==> src/rtl/rca_pkg.sv <==
package rca_pkg;
   localparam int unsigned RCA_MIN_WIDTH = 2;

   typedef enum logic {
      RCA_OP_ADD = 1'b0,
      RCA_OP_SUB = 1'b1
   } rca_op_e;
endpackage

==> src/rtl/rca_half_add.sv <==
module rca_half_add (
   input  logic x_i,
   input  logic y_i,
   output logic s_o,
   output logic c_o
);
   assign s_o = x_i ^ y_i;
   assign c_o = x_i & y_i;
endmodule

==> src/rtl/rca_full_add.sv <==
module rca_full_add (
   input  logic x_i,
   input  logic y_i,
   input  logic c_i,
   output logic s_o,
   output logic c_o
);
   logic s_first;
   logic c_first;
   logic c_second;

   rca_half_add u_ha_lo (
      .x_i (x_i),
      .y_i (y_i),
      .s_o (s_first),
      .c_o (c_first)
   );

   rca_half_add u_ha_hi (
      .x_i (s_first),
      .y_i (c_i),
      .s_o (s_o),
      .c_o (c_second)
   );

   assign c_o = c_first | c_second;


   always_comb begin
      fa_count_chk : assert ({c_o, s_o} == (2'(x_i) + 2'(y_i) + 2'(c_i)))
         else $error("full adder stage disagrees with bit count");
   end
endmodule

==> src/rtl/rca_chain.sv <==
module rca_chain #(
   parameter int unsigned WIDTH = 8
) (
   input  logic [WIDTH-1:0] x_i,
   input  logic [WIDTH-1:0] y_i,
   input  logic             c0_i,
   output logic [WIDTH-1:0] s_o,
   output logic [WIDTH:0]   carry_o
);
   assign carry_o[0] = c0_i;

   for (genvar k = 0; k < WIDTH; k++) begin : g_stage
      rca_full_add u_fa (
         .x_i (x_i[k]),
         .y_i (y_i[k]),
         .c_i (carry_o[k]),
         .s_o (s_o[k]),
         .c_o (carry_o[k+1])
      );
   end
endmodule

==> src/rtl/rca_addsub.sv <==
module rca_addsub
   import rca_pkg::*;
#(
   parameter int unsigned WIDTH   = 8,
   parameter int unsigned USE_CIN = 1
) (
   input  logic [WIDTH-1:0] a_in,
   input  logic [WIDTH-1:0] b_in,
   input  logic             sub_en,
   input  logic             cin,
   output logic [WIDTH-1:0] sum_out,
   output logic             cout,
   output logic             ovf_out
);
   localparam int unsigned MSB = WIDTH - 1;

   if (WIDTH < RCA_MIN_WIDTH) begin : g_bad_width
      $error("rca_addsub: WIDTH must be at least 2");
   end
   if (USE_CIN > 1) begin : g_bad_cin
      $error("rca_addsub: USE_CIN must be 0 or 1");
   end

   rca_op_e          op;
   logic [WIDTH-1:0] b_cond;
   logic             ext_cin;
   logic             c_first;
   logic [WIDTH:0]   carries;

   assign op = rca_op_e'(sub_en);

   for (genvar k = 0; k < WIDTH; k++) begin : g_binv
      assign b_cond[k] = b_in[k] ^ sub_en;
   end

   if (USE_CIN == 1) begin : g_cin_on
      assign ext_cin = cin;
   end else begin : g_cin_off
      logic unused_cin;
      assign unused_cin = cin;
      assign ext_cin    = 1'b0;
   end

   assign c_first = (op == RCA_OP_SUB) ? 1'b1 : ext_cin;

   rca_chain #(.WIDTH(WIDTH)) u_chain (
      .x_i     (a_in),
      .y_i     (b_cond),
      .c0_i    (c_first),
      .s_o     (sum_out),
      .carry_o (carries)
   );

   assign cout    = carries[WIDTH];
   assign ovf_out = carries[WIDTH] ^ carries[MSB];

   logic [WIDTH:0] ref_add;
   logic [WIDTH:0] ref_sub;
   always_comb begin
      ref_add = {1'b0, a_in} + {1'b0, b_in} + {{WIDTH{1'b0}}, ext_cin};
      ref_sub = {1'b0, a_in} + {1'b0, ~b_in} + {{WIDTH{1'b0}}, 1'b1};

      if (!sub_en) begin
         add_result_chk : assert ({cout, sum_out} == ref_add)
            else $error("add result mismatch");
      end

      if (sub_en) begin
         sub_result_chk : assert ((sum_out == (a_in - b_in)) && (cout == (a_in >= b_in)))
            else $error("subtract result mismatch");
      end

      ovf_sign_chk : assert (ovf_out ==
            ((a_in[MSB] == b_cond[MSB]) && (sum_out[MSB] != a_in[MSB])))
         else $error("overflow disagrees with sign rule");
   end
endmodule

==> config.mk <==
export PLATFORM = sky130hd
export DESIGN_NAME = rca_addsub
export DESIGN_NICKNAME = d
export VERILOG_FILES = /design/src/rtl/rca_pkg.sv /design/src/rtl/rca_half_add.sv /design/src/rtl/rca_full_add.sv /design/src/rtl/rca_chain.sv /design/src/rtl/rca_addsub.sv
export SDC_FILE = /design/constraint.sdc
export NUM_CORES = 1
export LEC_CHECK = 0
export ABC_AREA = 1
export BUFFER_PORTS_ARGS = -buffer_cell sky130_fd_sc_hd__buf_4
export CAP_MARGIN = 0
export CORE_AREA = 2 2 39 41
export DETAILED_ROUTE_END_ITERATION = 12
export DIE_AREA = 0 0 41 43
export PLACE_DENSITY_LB_ADDON = 0.15
export SETUP_SLACK_MARGIN = 0.02
export SLEW_MARGIN = 40
export SYNTH_ARGS = -nofsm -noshare
export SYNTH_HDL_FRONTEND = slang
export SYNTH_SLANG_ARGS = --single-unit
==> constraint.sdc <==
create_clock -name vclk -period 11.7
set_clock_uncertainty 0.1 [all_clocks]
set_input_delay 1.755 -clock vclk [all_inputs]
set_output_delay 1.755 -clock vclk [all_outputs]
set_load 0.01 [all_outputs]
Yosys cells after proc, flatten, opt, wreduce, memory -nomap -nowiden
Index checks and enable logic that the tools add are counted.
{"block": "totals", "regBits": 0, "latchBits": 0, "ramBits": 0, "mem_bits_ro": 0, "inputBits": 18, "out_inout_bits": 10, "word_cells": 50, "n_memories": 0}
{"block": "op_classes", "add_sub_neg": 0, "mul": 0, "n_div": 0, "order_cmp": 0, "eq_ne": 0, "shifts": 0, "muxes": 1, "n_bitwise": 49, "reduce_logical": 0}
{"cell": "$xor A1 B1 Y1", "n": 25}
{"cell": "$and A1 B1 Y1", "n": 16}
{"cell": "$or A1 B1 Y1", "n": 8}
{"cell": "$mux W1", "n": 1}

Longest topological paths before layout
{"block": "logic_depth", "ltp_word": 19, "depth_mapped": 16}

By module
From an unflattened synthesis, not the netlist that was laid out.
{"block": "hier_totals", "hier_cells": 81, "hier_area_um2": 457.9}
{"module": "rca_half_add", "n_inst": 16, "cells_per_inst": 1, "area_per_inst_um2": 12.5, "seq_area_each_um2": 0.0}
{"module": "rca_addsub", "n_inst": 1, "cells_per_inst": 40, "area_per_inst_um2": 160.2, "seq_area_each_um2": 0.0}
{"module": "rca_full_add", "n_inst": 8, "cells_per_inst": 3, "area_per_inst_um2": 11.3, "seq_area_each_um2": 0.0}
{"module": "rca_chain", "n_inst": 1, "cells_per_inst": 1, "area_per_inst_um2": 7.5, "seq_area_each_um2": 0.0}

Worst setup path before layout
Ideal clock, no wire load.
{"block": "synth_path", "path_kind": "in2out", "startpoint": "input port sub_en", "endpoint": "output port sum_out[7]", "t_arrival_ns": 5.336, "t_required_ns": 9.845, "setup_slack_ns": 4.509, "stages": 14, "n_path_buf": 2, "path_cell_list": "buf_6 -> inv_2 -> nand2_1 -> nand2_1 -> fa_1 -> fa_1 -> fa_1 -> fa_1 -> fa_1 -> fa_1 -> fa_1 -> inv_1 -> fa_1 -> buf_4"}
{"block": "synth_between", "elab_chain_cells": 17, "elab_cells_between_ends": 39, "classes_between": "1 x mux; 38 x bitwise"}
{"item": "start, declared", "line": "rca_addsub.sv:9", "text": "input logic sub_en,"}
{"item": "$xor A1 B1 Y1", "line": "rca_addsub.sv:33", "text": "assign b_cond[k] = b_in[k] ^ sub_en;"}
{"item": "$xor A1 B1 Y1", "line": "rca_half_add.sv:7", "text": "assign s_o = x_i ^ y_i;"}
{"item": "$and A1 B1 Y1", "line": "rca_half_add.sv:8", "text": "assign c_o = x_i & y_i;"}
{"item": "$or A1 B1 Y1", "line": "rca_full_add.sv:26", "text": "assign c_o = c_first | c_second;"}
{"item": "$and A1 B1 Y1", "line": "rca_half_add.sv:8"}
{"item": "$or A1 B1 Y1", "line": "rca_full_add.sv:26"}
{"item": "$and A1 B1 Y1", "line": "rca_half_add.sv:8"}
{"item": "$or A1 B1 Y1", "line": "rca_full_add.sv:26"}
{"item": "$and A1 B1 Y1", "line": "rca_half_add.sv:8"}
{"item": "$or A1 B1 Y1", "line": "rca_full_add.sv:26"}
{"item": "$and A1 B1 Y1", "line": "rca_half_add.sv:8"}
{"item": "$or A1 B1 Y1", "line": "rca_full_add.sv:26"}
{"item": "$and A1 B1 Y1", "line": "rca_half_add.sv:8"}
{"item": "$or A1 B1 Y1", "line": "rca_full_add.sv:26"}
{"item": "$and A1 B1 Y1", "line": "rca_half_add.sv:8"}
{"item": "$or A1 B1 Y1", "line": "rca_full_add.sv:26"}
{"item": "$xor A1 B1 Y1 (*)", "line": "rca_half_add.sv:7"}
{"item": "end, declared", "line": "rca_addsub.sv:11", "text": "output logic [WIDTH-1:0] sum_out,"}
Every way passes the cells marked *; elsewhere a longest branch is shown, timed or not.

Worst setup path in the final report
Ends and elaborated chain as after synthesis.

==> run metrics <==
Detail Route met3 WL=64 um; Seq cells=0; GRT overflow=0; delay-heaviest family, CP=adder cells; post-cts sizing count=0; worst-path cell chain=buf_4 -> inv_2 -> nand2_1 -> nand2_1 -> fa_1 -> fa_1 -> fa_1 -> fa_1 -> fa_1 -> fa_1 -> fa_1 -> inv_1 -> fa_1 -> buf_4; Cells after Synth=70; IO buf count=28; antenna viol nets, final=0; RSZ-0062 raised after global routing=false; Ports=28; post-synthesis compound-gate area fraction=0%; filler cell count=~160; Placed Cells=105; Slew headroom=91.4%; DR WL/cell=6.47 um; Worst-Margin Slew=between 0.1 and 0.15 ns; CP Capture Type=primary output; cts hold-fix bufs=0; Tcrit/Tclk final=roughly 63%; GRT Util Overall=8.47%; CP Data Required Time=9.85 ns; setup TNS=0 ns; crit path kind=primary input to primary output; worst hold slack=3.76 ns; Synth Area in Adders=37.2%; Mapped Area=430 um^2; total number of vias=394; # DRC=0; status=finished, final reports clean; CLK BUF=0; Leak Pwr=0.409 nW; post-CTS setup buffer count=0; Core Region=between 1000 and 1500 um^2; height of the die=between 40 and 50 um; sequential share of the synthesized area=0%; distinct cell type count after synthesis=7; ANT cells=0; post-synthesis mux area share=0%; dpl hpwl=639 um; final net count=117; Post-Layout Cell Count=105; Max IR drop VDD=roughly 0.021 mV; fmax=136 MHz; first-pass GRT wire length=1120 um; largest family of logic cells by synthesized area=buffers and inverters; Total Wirelength=slightly below 700 um; Die ar.=1760 um^2; Post-synth top cells=27 x nand2_1, 24 x inv_1, 8 x buf_4, 8 x fa_1; area of the multi-input gates=~270 um^2; row count=14; worst hold path endpoint=sum_out[7]; routed length on met2=337 um; Worst Hold Class=primary input to primary output; via/cell ratio=3.75; WP buf/inv=4; Metal-1 WL=277 um; initial antenna violation count=0; Chip Width=around 41 um; Synth warnings=0; largest net degree at the start of global routing=11; Max Used Layer=met3; DRT iter0 DRCs=3; FF+latch area=0 um^2; Critical Path Most Common Cell=fa_1; final hold violation count=0; Avg Cell Area, Syn=6.15 um^2; Layout area overhead=36.9%; hold path cells=3; RePlAce Congestion=roughly 0.56; Detailed Routing Iterations Pass 1=2; XOR/XNOR share of the synthesized area=0%; origin of the worst min-delay path=a_in[7]; top-count cell post-synth=nand2_1; max_cap viols=0; Worst path slowest cell=fa_1; Slew Limit Fails=0; initial cell density of the core=31.1%; Synth Area in Simple Gates=24.4%; Power Dens Cells=about 60 nW/um^2; largest area contributor in the synthesized netlist=fa_1; syn nets=96; vias in the first global route=between 300 and 400; layout cells sized above 1=32.6%; Setup violations, final=0; CP max stage delay=0.41 ns; Worst Path Max Fanout=10; Critical Path Start Type=primary input; post-synth top area share=37.2%; ranking of synthesized cells by area=fa_1 37%, nand2_1 24%, inv_1 21%; post-layout util=42.6%; Tmin final=between 7 and 8 ns; Arrival @ worst endpoint=5.49 ns
==> power breakdown <==
group / internal, mW / switching (mW)
Combinational: 0.0189 / 0.0163
Clock: 0 / 0
Sequential: 0 / 0
Total: 0.0189 / 0.0163
==> area by class of cell <==
class	count	area share [%]
multi-input combinational	36	45.0
timing repair buffer	28	35.7
inverter	25	15.9
tap	16	3.40
==> cells in the final DEF, fill, tap and decap left out, drive strengths merged <==
cell type | netlist | layout
buf | 9 | 28
nand2 | 27 | 27
nor2 | 1 | 1
inv | 25 | 25
fa | 8 | 8
==> per-stage QoR <==
stage | area, um^2 | worst slack (ns) | power, mW
2_1_floorplan | 430 | 4.51 | 0.0269
3_3_place_gp | 589 | 4.35 | 0.0358
3_5_place_dp | 589 | 4.31 | 0.0359
4_1_cts | 589 | 4.31 | 0.0361
5_1_grt | 589 | 4.14 | 0.0405
6_report | 589 | 4.35 | 0.0352
==> how the worst max path moves through the flow <==
stage | start | to | depth (start not counted) | slack, ns
finish | sub_en | sum_out[7] | 14 | 4.35
detailed placement | sub_en | sum_out[7] | 14 | 4.31
CTS | sub_en | sum_out[7] | 14 | 4.31
global placement | sub_en | sum_out[7] | 14 | 4.35
global route | sub_en | sum_out[7] | 14 | 4.14
floorplan | sub_en | sum_out[7] | 14 | 4.51
==> cell families after synthesis <==
logic type    count (synthesis)
fa+ha+maj                     8
buf+inv                      34
simple gates                 28
==> per-layer routing <==
layer	global-route usage, %	up-vias
li1	-	214
met3	0	0
met5	0	-
met2	15.9	14
met4	0	0
met1	10.7	166
Note: power is estimated with default switching activity, not from simulation.
